**config.mk**
```make
export PLATFORM = sky130hd
export DESIGN_NAME = iodec_port_select
export DESIGN_NICKNAME = d
export VERILOG_FILES = /design/src/rtl/iodec_pkg.sv /design/src/rtl/iodec_window_match.sv /design/src/rtl/iodec_cycle_qual.sv /design/src/rtl/iodec_offset_map.sv /design/src/rtl/iodec_port_select.sv
export SDC_FILE = /design/constraint.sdc
export NUM_CORES = 1
export LEC_CHECK = 0
export BUFFER_PORTS_ARGS = -buffer_cell sky130_fd_sc_hd__buf_2
export CORE_AREA = 2 2 39 41
export DETAILED_ROUTE_END_ITERATION = 10
export DIE_AREA = 0 0 41 43
export PLACE_DENSITY = 0.48
export SLEW_MARGIN = 20
export SYNTH_ARGS = -nofsm -noshare
export SYNTH_HDL_FRONTEND = slang
export SYNTH_HIERARCHICAL = 1
export SYNTH_SLANG_ARGS = --single-unit
```
**constraint.sdc**
```tcl
create_clock -name vclk -period 2.19
set_clock_uncertainty 0.2 [all_clocks]
set_input_delay 0.3285 -clock vclk [all_inputs]
set_output_delay 0.3285 -clock vclk [all_outputs]
set_load 0.1 [all_outputs]
```
**src/rtl/iodec_pkg.sv**
```systemverilog
package iodec_pkg;

  localparam int NUM_TGT  = 4;
  localparam int IDX_EXP  = 0;
  localparam int IDX_RTC  = 1;
  localparam int IDX_CTRL = 2;
  localparam int IDX_CMD  = 3;

  typedef enum logic [2:0] {
    TGT_NONE,
    TGT_EXP,
    TGT_RTC,
    TGT_CTRL,
    TGT_CMD
  } tgt_e;

  // Offset classification inside the 16-port window.
  function automatic tgt_e classify(input logic [3:0] ofs);
    if (ofs[3])                return TGT_CMD;
    else if (ofs[2:1] == 2'b11) return TGT_CTRL;
    else if (ofs == 4'h5)      return TGT_RTC;
    else if (ofs == 4'h4)      return TGT_EXP;
    else                       return TGT_NONE;
  endfunction

endpackage

```
**src/rtl/iodec_window_match.sv**
```systemverilog
module iodec_window_match #(
  parameter int BASE_W = 4
) (
  input  logic [BASE_W-1:0] addr_hi,
  input  logic [BASE_W-1:0] jumper_lvl,
  output logic              hit
);
  // Jumper levels map straight onto address bits: fitted = 0.
  always_comb begin
    hit = (addr_hi == jumper_lvl);
  end
endmodule

```
**src/rtl/iodec_cycle_qual.sv**
```systemverilog
module iodec_cycle_qual (
  input  logic iorq_n,
  input  logic m1_n,
  input  logic rd_n,
  input  logic wr_n,
  output logic io_cycle
);
  logic strobe;

  always_comb begin
    strobe   = ~rd_n | ~wr_n;
    io_cycle = ~iorq_n & m1_n & strobe;
  end
endmodule

```
**src/rtl/iodec_offset_map.sv**
```systemverilog
module iodec_offset_map
  import iodec_pkg::*;
#(
  parameter int OFS_W = 4
) (
  input  logic [OFS_W-1:0]   ofs,
  output logic [NUM_TGT-1:0] tgt_hot
);
  tgt_e tgt;

  always_comb begin
    tgt     = classify(ofs[3:0]);
    tgt_hot = '0;
    unique case (tgt)
      TGT_EXP:  tgt_hot[IDX_EXP]  = 1'b1;
      TGT_RTC:  tgt_hot[IDX_RTC]  = 1'b1;
      TGT_CTRL: tgt_hot[IDX_CTRL] = 1'b1;
      TGT_CMD:  tgt_hot[IDX_CMD]  = 1'b1;
      default:  tgt_hot           = '0;
    endcase
  end


  always_comb begin
    cmd_ofs_chk: assert (!tgt_hot[IDX_CMD] || ofs[3])
      else $error("command select outside upper half of window");
  end
endmodule

```
**src/rtl/iodec_port_select.sv**
```systemverilog
module iodec_port_select
  import iodec_pkg::*;
#(
  parameter int ADDR_W = 8,
  parameter int BASE_W = 4,
  parameter int REG_W  = 3
) (
  input  logic              iorq_n,
  input  logic              m1_n,
  input  logic              rd_n,
  input  logic              wr_n,
  input  logic [ADDR_W-1:0] addr,
  input  logic [BASE_W-1:0] jumper_lvl,
  output logic              exp_sel_n,
  output logic              rtc_sel_n,
  output logic              ide_cs0_n,
  output logic              ide_cs1_n,
  output logic [REG_W-1:0]  ide_reg_addr
);
  localparam int OFS_W = ADDR_W - BASE_W;

  logic               win_hit;
  logic               io_cycle;
  logic               enable;
  logic [NUM_TGT-1:0] tgt_hot;
  logic [NUM_TGT-1:0] sel_hot;
  logic [NUM_TGT-1:0] sel_n_vec;

  iodec_window_match #(.BASE_W(BASE_W)) u_match (
    .addr_hi    (addr[ADDR_W-1:OFS_W]),
    .jumper_lvl (jumper_lvl),
    .hit        (win_hit)
  );

  iodec_cycle_qual u_qual (
    .iorq_n   (iorq_n),
    .m1_n     (m1_n),
    .rd_n     (rd_n),
    .wr_n     (wr_n),
    .io_cycle (io_cycle)
  );

  iodec_offset_map #(.OFS_W(OFS_W)) u_map (
    .ofs     (addr[OFS_W-1:0]),
    .tgt_hot (tgt_hot)
  );

  always_comb begin
    enable  = win_hit & io_cycle;
    sel_hot = tgt_hot & {NUM_TGT{enable}};
  end

  for (genvar i = 0; i < NUM_TGT; i++) begin : g_sel
    assign sel_n_vec[i] = ~sel_hot[i];
  end

  assign exp_sel_n    = sel_n_vec[IDX_EXP];
  assign rtc_sel_n    = sel_n_vec[IDX_RTC];
  assign ide_cs1_n    = sel_n_vec[IDX_CTRL];
  assign ide_cs0_n    = sel_n_vec[IDX_CMD];
  assign ide_reg_addr = addr[REG_W-1:0];

  always_comb begin

    one_sel_chk: assert ($onehot0(~{exp_sel_n, rtc_sel_n, ide_cs0_n, ide_cs1_n}))
      else $error("more than one select active");

    win_sel_chk: assert (&sel_n_vec || (addr[ADDR_W-1:OFS_W] == jumper_lvl))
      else $error("select outside the jumper window");

    iorq_sel_chk: assert (&sel_n_vec || !iorq_n)
      else $error("select without I/O request");

    ack_sel_chk: assert (&sel_n_vec || m1_n)
      else $error("select during acknowledge cycle");

    strobe_sel_chk: assert (&sel_n_vec || !rd_n || !wr_n)
      else $error("select without read or write strobe");
  end
endmodule

```
==> qor.log <==
[global_routing] initial antenna violation count 0
[yosys] multiplexer fraction of the synthesized cell area 0%
[routing] via-per-instance ratio 3.64
[global_routing] via count of the first global-routing pass 141
[yosys] Synth Net Count 34
[status] result of the run finished clean
[run] max_cap viols 0
[cts] cts hold-fix bufs 0
[yosys] cells taking the most area after synthesis sky130_fd_sc_hd__xor2_1 24%, sky130_fd_sc_hd__buf_4 15%, sky130_fd_sc_hd__nand3_1 14%
[layout] num sequential 0
[place] Placement Setup Slack 194 ps
[floorplanning] # rows 14
[yosys] Post-Synth Simple-Gate Area 47.5%
[global_routing] GRT overflow 0
[global_routing] first-pass GRT wire length 469 microns
[yosys] post-synthesis xor/xnor area fraction 23.7%
[place] quantity of I/O buffers inserted on ports 23
[power] power density over the cells 221 nW/um^2
[timing] Slew headroom 67.8%
[power] static leakage 0.122 nW
[yosys] sequential-to-total area share from yosys stat 0%
[routing] average wire length per cell after detail routing 7.17 microns
[floorplanning] initial standard-cell utilization of the core 10.7%
[timing] Final Setup Violations 0
[global_routing] gr busiest metal met2
[layout] total number of nets in the final design 55
[power] total power 0.0000566 W
[worst_hold_path] worst min-delay path category in2out
[yosys] Compound-Gate Fraction of Synth Area 8.47%
[floorplanning] Die Footprint 1760 sq um
[critical_path] worst-path fanout max 4
[place] routability congestion estimate 0.575
[global_routing] met1 layer usage reported by global route 3.48%
[yosys] library cell with the largest summed area after synthesis sky130_fd_sc_hd__xor2_1
[yosys] Yosys Warn Count 6
[global_routing] met2 track demand over resource 7.81%
[routing] via count 193
[critical_path] type of destination of the critical path output port
[critical_path] WP data arrival 1450 ps
[global_routing] global router's overall resource usage 3.60%
[layout] antenna fix cells 0
[timing] unrepaired setup endpoints after global routing false
[yosys] distinct cell type count of the synthesized netlist 10
[yosys] number of instances in the synthesized netlist 18
[global_routing] global-route track usage on met3 0%
[timing] final critical-path setup slack 216 ps
[routing] final wirelength 380 microns
[timing] hold violation count in the final report 0
[cts] post-CTS setup-driven buffer insertion count 0
[yosys] largest family of logic cells by synthesized area simple AND/OR/NAND/NOR gates
[power] worst voltage drop across the vdd grid 0.0484 mV
[routing] final routed DRC violation total 0
[layout] layout cells sized above 1 75.7%
[cts] post-cts resize count 0
[timing] Slew Viols, Final 0
[timing] Slew @ Worst Pin 487 ps
[yosys] Mapped Area 148 sq um
[yosys] post-synthesis share of cell area spent on full adders, half adders and majority gates 0%
[yosys] Synth Area per Inst 8.20 sq um
[floorplanning] area of the core 1380 sq um
[layout] utilization after layout 18.5%
[yosys] share of Yosys cell area claimed by the top area cell type 23.7%
[global_routing] largest net degree at the start of global routing 5
[routing] DR pass1 iterations 1
[floorplanning] I/O pin count 23
[layout] Layout Area Growth over Synthesis 73.7%
[layout] most common library cell in the layout ignoring fill and taps sky130_fd_sc_hd__buf_2
[layout] clock buffer count in the final layout 0
[routing] iteration-0 DRC count of the detailed router 0
[critical_path] Crit path required time 1660 ps
[timing] f_max 507 MHz
[timing] final critical-path share of the clock period 90.1%
[layout] leading cell types in the layout, fill and taps excluded 23 x sky130_fd_sc_hd__buf_2, 4 x sky130_fd_sc_hd__nand3_1, 4 x sky130_fd_sc_hd__xor2_1
[layout] area taken by flip-flops and latches 0 sq um
[routing] ANT nets after route 0
[floorplanning] Chip Width 41 microns
[floorplanning] y dimension of the die 43 microns
[critical_path] kind of critical path in2out
[critical_path] Critical Path Source Type input pin
[timing] min Tclk post-route 1970 ps
==> through the flow <==
stage	TNS, ps	hold WS, ps	instance area (sq um)	instances
finish	0	858	256	53
global route	0	868	256	53
CTS	0	859	256	53
detailed placement	0	858	256	53
global placement	0	850	256	53
floorplan	-28.1	669	148	18
==> per-layer routing <==
layer  vias to the layer above  share of wire, %
li1                        101                 -
met4                         0                 0
met2                        15                49
met3                         0                16
met5                         -                 0
met1                        77                36
==> power by group <==
part	internal, W	total (W)	switching, W	leakage, nW
registers	0	0	0	0
logic	0.0000191	0.0000566	0.0000375	0.122
clock network	0	0	0	0
total	0.0000191	0.0000566	0.0000375	0.122
==> critical path, stage by stage <==
cell,delay [ps]
sky130_fd_sc_hd__buf_2,100
sky130_fd_sc_hd__xor2_1,160
sky130_fd_sc_hd__nor4_2,420
sky130_fd_sc_hd__nand3_1,130
sky130_fd_sc_hd__buf_2,310
==> cell families (layout without fill, tap and decap cells) <==
family,Yosys count,in the layout
buf+inv,5,24
compound gates,1,1
xor+xnor,4,4
simple gates,8,8
==> synthesized netlist by cell type <==
library cell	instances
sky130_fd_sc_hd__nand3_1	4
sky130_fd_sc_hd__xor2_1	4
sky130_fd_sc_hd__buf_4	3
sky130_fd_sc_hd__a211oi_2	1
sky130_fd_sc_hd__and3b_2	1
sky130_fd_sc_hd__and4bb_2	1
sky130_fd_sc_hd__clkbuf_1	1
sky130_fd_sc_hd__inv_1	1
sky130_fd_sc_hd__nor4_2	1
sky130_fd_sc_hd__nor4b_2	1
==> area by class of cell <==
class	instances	area [sq um]
Tap cell	16	20.0
Inverter	1	3.75
Fill cell	153	1130
Multi-Input combinational cell	13	118
Timing Repair Buffer	23	115
==> final timing paths <==
| path | start | to | cells after the start |
|---|---|---|---|
| worst min-delay path | addr[2] | ide_reg_addr[2] | 2 |
| worst max-delay path | jumper_lvl[1] | rtc_sel_n | 5 |
(Power assumes the default switching activity.)
